$ cat config.mk
export PLATFORM = sky130hd
export DESIGN_NAME = eval_stack
export DESIGN_NICKNAME = d
export VERILOG_FILES = /design/src/rtl/eval_stack_pkg.sv /design/src/rtl/eval_alu.sv /design/src/rtl/eval_window.sv /design/src/rtl/eval_stack.sv
export SDC_FILE = /design/constraint.sdc
export NUM_CORES = 1
export LEC_CHECK = 0
export CAP_MARGIN = 5
export CORE_UTILIZATION = 63
export CTS_CLUSTER_SIZE = 24
export DETAILED_ROUTE_END_ITERATION = 7
export GPL_TIMING_DRIVEN = 0
export PLACE_DENSITY = 0.85
export RECOVER_POWER = 100
export SLEW_MARGIN = 20
export SYNTH_ARGS = -nofsm -noshare
export SYNTH_HDL_FRONTEND = slang
export SYNTH_SLANG_ARGS = --single-unit
$ cat constraint.sdc
create_clock -name clk_i -period 45.1 [get_ports clk_i]
set_input_delay 13.53 -clock clk_i [delete_from_list [all_inputs] [get_ports clk_i]]
set_output_delay 13.53 -clock clk_i [all_outputs]
set_load 0.02 [all_outputs]
$ cat src/rtl/eval_stack_pkg.sv
package eval_stack_pkg;
  typedef enum logic [2:0] {
    OP_PUSH = 3'd0,
    OP_POP  = 3'd1,
    OP_ADD  = 3'd2,
    OP_SUB  = 3'd3,
    OP_MUL  = 3'd4,
    OP_DIV  = 3'd5
  } op_e;

  typedef enum logic [1:0] {
    ST_IDLE,
    ST_SPILL,
    ST_FILL_RD,
    ST_FILL_WR
  } st_e;
endpackage

$ cat src/rtl/eval_alu.sv
module eval_alu import eval_stack_pkg::*; #(
  parameter int DATA_W = 16
) (
  input  op_e               op_i,
  input  logic [DATA_W-1:0] lhs_i,
  input  logic [DATA_W-1:0] rhs_i,
  output logic [DATA_W-1:0] res_o,
  output logic              dz_o
);
  localparam logic [DATA_W-1:0] MIN_V = {1'b1, {(DATA_W-1){1'b0}}};

  logic signed [DATA_W-1:0] a, b;
  assign a = lhs_i;
  assign b = rhs_i;

  always_comb begin
    dz_o  = 1'b0;
    res_o = rhs_i;
    unique case (op_i)
      OP_ADD: res_o = lhs_i + rhs_i;
      OP_SUB: res_o = lhs_i - rhs_i;
      OP_MUL: res_o = a * b;
      OP_DIV: begin
        if (rhs_i == '0) begin
          res_o = '1;
          dz_o  = 1'b1;
        end else if (lhs_i == MIN_V && rhs_i == '1) begin
          res_o = lhs_i;  // wraps
        end else begin
          res_o = a / b;
        end
      end
      default: res_o = rhs_i;
    endcase
  end
endmodule

$ cat src/rtl/eval_window.sv
module eval_window #(
  parameter int DATA_W = 16,
  parameter int N      = 2,
  localparam int CW    = $clog2(N + 1)
) (
  input  logic              clk_i,
  input  logic              rst_ni,
  input  logic              push_i,
  input  logic [DATA_W-1:0] push_data_i,
  input  logic              shrink_i,
  input  logic              bin_i,
  input  logic [DATA_W-1:0] res_i,
  input  logic              fill_i,
  input  logic [DATA_W-1:0] fill_data_i,
  output logic [DATA_W-1:0] top_o,
  output logic [DATA_W-1:0] second_o,
  output logic [DATA_W-1:0] bottom_o,
  output logic [CW-1:0]     cnt_o
);
  logic [DATA_W-1:0] ent_q [N];
  logic [CW-1:0]     cnt_q;

  for (genvar i = 0; i < N; i++) begin : g_ent
    logic [DATA_W-1:0] up_v, dn_v;
    if (i == 0) begin : g_up_top
      assign up_v = push_data_i;
    end else begin : g_up_mid
      assign up_v = ent_q[i-1];
    end
    if (i == N - 1) begin : g_dn_last
      assign dn_v = '0;
    end else begin : g_dn_mid
      assign dn_v = ent_q[i+1];
    end

    always_ff @(posedge clk_i or negedge rst_ni) begin
      if (!rst_ni)                                ent_q[i] <= '0;
      else if (push_i)                            ent_q[i] <= up_v;
      else if (shrink_i)                          ent_q[i] <= (i == 0 && bin_i) ? res_i : dn_v;
      else if (fill_i && cnt_q == CW'(i))         ent_q[i] <= fill_data_i;
    end
  end

  always_ff @(posedge clk_i or negedge rst_ni) begin
    if (!rst_ni)                           cnt_q <= '0;
    else if (push_i && cnt_q != CW'(N))    cnt_q <= cnt_q + 1'b1;
    else if (shrink_i)                     cnt_q <= cnt_q - 1'b1;
    else if (fill_i)                       cnt_q <= cnt_q + 1'b1;
  end

  assign top_o    = ent_q[0];
  assign second_o = ent_q[1];
  assign bottom_o = ent_q[N-1];
  assign cnt_o    = cnt_q;
endmodule

$ cat src/rtl/eval_stack.sv
module eval_stack import eval_stack_pkg::*; #(
  parameter int DATA_W    = 16,
  parameter int WIN_DEPTH = 2,
  parameter int MEM_DEPTH = 16,
  parameter int CNT_W     = 16,
  localparam int SP_W     = $clog2(MEM_DEPTH + 1),
  localparam int DEP_W    = $clog2(WIN_DEPTH + MEM_DEPTH + 1)
) (
  input  logic              clk_i,
  input  logic              rst_ni,
  input  logic              cmd_valid_i,
  output logic              cmd_ready_o,
  input  logic [2:0]        cmd_op_i,
  input  logic [DATA_W-1:0] cmd_data_i,
  output logic              mem_we_o,
  output logic              mem_re_o,
  output logic [SP_W-1:0]   mem_addr_o,
  output logic [DATA_W-1:0] mem_wdata_o,
  input  logic [DATA_W-1:0] mem_rdata_i,
  output logic [DATA_W-1:0] top_o,
  output logic [DEP_W-1:0]  depth_o,
  output logic [CNT_W-1:0]  spill_cnt_o,
  output logic [CNT_W-1:0]  fill_cnt_o,
  output logic              underflow_o,
  output logic              overflow_o,
  output logic              div_zero_o
);
  localparam int CW = $clog2(WIN_DEPTH + 1);

  st_e               st_q;
  logic [SP_W-1:0]   sp_q;
  logic [DATA_W-1:0] spill_q;
  logic [CNT_W-1:0]  spill_cnt_q, fill_cnt_q;
  logic              unf_q, ovf_q, dz_q;

  logic [DATA_W-1:0] w_top, w_second, w_bottom, alu_res;
  logic [CW-1:0]     w_cnt;
  logic              alu_dz;

  op_e  op;
  logic accept, is_bin, win_full, mem_full, mem_empty;
  logic push_ok, shrink_ok, bin_ok;
  logic [DEP_W-1:0] depth;

  assign op        = op_e'(cmd_op_i);
  assign accept    = cmd_valid_i && (st_q == ST_IDLE);
  assign is_bin    = op inside {OP_ADD, OP_SUB, OP_MUL, OP_DIV};
  assign win_full  = (w_cnt == CW'(WIN_DEPTH));
  assign mem_full  = (sp_q == SP_W'(MEM_DEPTH));
  assign mem_empty = (sp_q == '0);
  assign depth     = DEP_W'(w_cnt) + DEP_W'(sp_q);

  assign push_ok   = accept && op == OP_PUSH && !(win_full && mem_full);
  assign shrink_ok = accept && ((op == OP_POP && depth != '0) ||
                                (is_bin && depth >= DEP_W'(2)));
  assign bin_ok    = shrink_ok && is_bin;

  eval_window #(.DATA_W(DATA_W), .N(WIN_DEPTH)) u_win (
    .clk_i       (clk_i),
    .rst_ni      (rst_ni),
    .push_i      (push_ok),
    .push_data_i (cmd_data_i),
    .shrink_i    (shrink_ok),
    .bin_i       (bin_ok),
    .res_i       (alu_res),
    .fill_i      (st_q == ST_FILL_WR),
    .fill_data_i (mem_rdata_i),
    .top_o       (w_top),
    .second_o    (w_second),
    .bottom_o    (w_bottom),
    .cnt_o       (w_cnt)
  );

  eval_alu #(.DATA_W(DATA_W)) u_alu (
    .op_i  (op),
    .lhs_i (w_second),
    .rhs_i (w_top),
    .res_o (alu_res),
    .dz_o  (alu_dz)
  );

  always_ff @(posedge clk_i or negedge rst_ni) begin
    if (!rst_ni) begin
      st_q        <= ST_IDLE;
      sp_q        <= '0;
      spill_q     <= '0;
      spill_cnt_q <= '0;
      fill_cnt_q  <= '0;
      unf_q       <= 1'b0;
      ovf_q       <= 1'b0;
      dz_q        <= 1'b0;
    end else begin
      unique case (st_q)
        ST_IDLE: begin
          if (push_ok && win_full) begin
            spill_q <= w_bottom;  // deepest entry leaves the window
            st_q    <= ST_SPILL;
          end
          if (shrink_ok && !mem_empty) st_q <= ST_FILL_RD;
          if (accept && op == OP_PUSH && win_full && mem_full) ovf_q <= 1'b1;
          if (accept && (op == OP_POP || is_bin) && !shrink_ok) unf_q <= 1'b1;
          if (bin_ok && alu_dz) dz_q <= 1'b1;
        end
        ST_SPILL: begin
          sp_q        <= sp_q + 1'b1;
          spill_cnt_q <= spill_cnt_q + 1'b1;
          st_q        <= ST_IDLE;
        end
        ST_FILL_RD: st_q <= ST_FILL_WR;
        ST_FILL_WR: begin
          sp_q       <= sp_q - 1'b1;
          fill_cnt_q <= fill_cnt_q + 1'b1;
          st_q       <= ST_IDLE;
        end
        default: st_q <= ST_IDLE;
      endcase
    end
  end

  assign cmd_ready_o = (st_q == ST_IDLE);
  assign mem_we_o    = (st_q == ST_SPILL);
  assign mem_re_o    = (st_q == ST_FILL_RD);
  assign mem_addr_o  = (st_q == ST_FILL_RD) ? sp_q - 1'b1 : sp_q;
  assign mem_wdata_o = spill_q;
  assign top_o       = w_top;
  assign depth_o     = depth;
  assign spill_cnt_o = spill_cnt_q;
  assign fill_cnt_o  = fill_cnt_q;
  assign underflow_o = unf_q;
  assign overflow_o  = ovf_q;
  assign div_zero_o  = dz_q;
endmodule

==> results by group <==
Place
  – Port Buffers: 116
  – Cells after DPL: between 2,000 and 3,000
  – GPL Wtd Cong: about 1.0
  – Final HPWL DP: between 40 and 50 mm

Hold path
  – Hold Path Sink: spill_cnt_o[15]
  – Min-delay src: spill_cnt_o[15]
  – Hold path depth: 1
  – HP Class: reg -> reg

Global route
  – Grt total ovfl: 0
  – Gr usage total: about 40%
  – Largest net degree at the start of global routing: 48
  – GR met1 Demand/Resource: 50.5%
  – Global-route wire length before repair: 91.4 mm
  – Antenna violations before repair: 0
  – Vias in the first global route: 17,620
  – Met3 Resource Use GR: between 7 and 8%
  – GRT met2 Usage: about two thirds
  – GR peak layer: met2

Floorplanning
  – Placement row count: between 60 and 70
  – I/O pin count: between 100 and 150
  – Die Area: 28,900 µm²
  – Starting Density: 64.0%
  – Core area: 27,800 µm²
  – DIE HEIGHT: about 170 µm
  – Chip Width: approximately 170 µm

Detailed routing
  – Final wirelength: about 58 mm
  – Drt pass-1 iters: 6
  – Residual DRC: 0
  – Detail Route Antenna Nets: 0
  – Initial drt markers: roughly 2,100
  – Via density: between 6 and 7
  – Via count: about 18,000
  – WL/cell: 21.0 µm

Synth
  – Post-synth top area cell: ha_1
  – Compound-gate portion of the synthesized area: approximately 22%
  – Gate Count Post-Synth: about 2,200
  – Simple-Gate Fraction of Synth Area: between 20% and 30%
  – Post-synth EDFFs: 0
  – Ys async rst share: 100%
  – Cell Area, Synth: ~18,000 µm²
  – Largest family of logic cells by synthesized area: adder cells
  – Area share of the largest cell type after synthesis: about 16%
  – Fraction of the mapped netlist area in adder cells: between 20% and 30%
  – Multiplexer share of the synthesized area: roughly 3.4%
  – Warnings from Yosys: 0
  – Post-synthesis register bit count: ~90
  – Syn avg cell area: 7.92 µm²
  – Mapped Nets: 2,591
  – Most used DFF post-synth: dfrtp_1
  – Synth area leaders: ha_1 16%, dfrtp_1 13%, fa_1 9.1%
  – Post-Synth XOR/XNOR Area: a little over a tenth
  – Synth unique cells: 90
  – Post-synthesis sequential area ratio: 13.0%

Cells and area
  – Commonest non-fill, non-tap cell in the layout: nand2_1
  – Ant diodes: 0
  – Area Growth Syn to Fin: 11.5%
  – Final Non-Filler Cells: 2,759
  – Area of the multi-input gates: between 10,000 and 15,000 µm²
  – Nets@finish: 2,722
  – Commonest cells after routing, fill and taps aside: 234 x nand2_1, 227 x ha_1, 171 x inv_1, 138 x xnor2_1, 137 x nor2_1
  – Share of layout cells above drive strength 1: roughly 5.4%
  – Fill cell count: between 2,000 and 2,500
  – Area of all sequential standard cells: 2300 µm²

Critical path
  – Delay-heaviest family, CP: compound AO/OA/AOI/OAI gates
  – Worst Setup End Kind: flip-flop
  – Startpoint type of the worst setup path: flip-flop
  – Buf/Inv on CP: 23
  – Critical-path maximum fanout: 17
  – CP max stage cell: a2111oi_0
  – Critical Path Most Common Cell: ha_1
  – Worst setup path startpoint: u_win.top_o[0]
  – Crit path kind: reg -> reg
  – Largest stage delay, worst path: 1020 ps
  – Critical path depth: ~140
  – Flop2flop setup slack: between 2000 and 3000 ps
  – RR Endpoint: u_win.top_o[13]
  – Reg2Reg Depth: approximately 140
  – Reg2reg start: u_win.top_o[0]
  – Worst Path Required: ~45,000 ps
  – Worst Path Arrival: about 43,000 ps

Timing
  – Crit path time final: 42,480 ps
  – Maximum clock frequency: roughly 24 MHz
  – Final setup TNS: 0 ps
  – Worst Tran Pin Value: about 2600 ps
  – Layout Skew: 9.51 ps
  – Fin. Hold Viols: 0
  – RSZ-0062 raised after global routing: no
  – Slew margin rel.: -70.5%
  – Max Slew Vio Count: between 90 and 100
  – Final setup vio count: 0
  – Period utilisation layout: a little over nine tenths

Clocking
  – CTS Root Cell: clkbuf_16
  – Postcts setup bufs: 0
  – Clk Latency, worst-skew pair: 350 ps
  – H-tree depth: 3
  – Post_cts resized: 0
  – CTS tree: done
  – Hold_buf cts: 0
  – Worst-path clk slew: roughly 70 ps
  – CTS Buf Count: 9
  – CTS max path bufs: 2
  – Clk sink count: 92

Status
  – Outcome: finished with violations
  – Failing checks: capacitance limit, slew limit

Flow run
  – Max_cap viols: 2
per-stage QoR:
| stage | setup slack [ps] | hold WS (ps) | instance area, µm² | utilization (%) |
|---|---|---|---|---|
| global placement | 4730 | 460 | 19400 | 69.8 |
| detailed placement | 3980 | 465 | 19500 | 70.3 |
| floorplan | 12600 | 496 | 17800 | - |
| finish | 2620 | 466 | 19800 | 71.3 |
| global route | 168 | 513 | 19800 | 71.3 |
| CTS | 3890 | 477 | 19800 | 71.4 |
routing by layer:
metal  routed length (µm)  share of wire [%]
met3                 5860                 10
met1                22900                 40
met4                 2920                5.0
met2                26200                 45
met5                    0                  0
cells in the mapped netlist, types with 31 or more instances:
master    count
nor3_1       64
o21a_1       37
xor2_1       75
a31oi_1      31
a21oi_1     123
nand3_1      51
fa_1         81
ha_1        227
nor2_1      137
clkbuf_1     91
o21ai_0     129
dfrtp_1      92
and2_1       79
inv_1       171
a21o_1       42
nand2_1     234
mux2_2       40
xnor2_1     139
worst max-delay path by stage:
| stage | end |
|---|---|
| finish | u_win.top_o[13] |
| global route | u_win.top_o[13] |
| CTS | u_win.top_o[13] |
| detailed placement | u_win.top_o[13] |
| global placement | u_win.top_o[13] |
| floorplan | u_win.top_o[9] |
logic make-up (layout without fill, tap and decap cells):
| kind of cell | after synthesis | after routing |
|---|---|---|
| flops | 92 | 92 |
| simple gates | 722 | 722 |
| fa+ha+maj | 308 | 308 |
| buf+inv | 285 | 421 |
| compound gates | 567 | 567 |
| xor+xnor | 216 | 216 |
| mux | 55 | 55 |
state kept, by name, indices dropped and copies added, names as in the netlist, 2 cells and up:
register and flops:
fill_cnt_o 16, mem_wdata_o 16, spill_cnt_o 16, u_win.bottom_o 16
u_win.top_o 16, sp_q 5, st_q 2, u_win.cnt_o 2
layout make-up:
type	count	share of cell area, %
Clock buffer	10	1.21
Tap cell	378	2.39
Clock inverter	6	0.392
Sequential cell	92	11.6
Timing Repair Buffer	120	6.04
Buffer	113	2.33
Multi-Input combinational cell	1868	72.8
Inverter	172	3.26
Power is not shown: default switching activity piles up to over one toggle a cycle in this logic, so the estimate is an artifact.
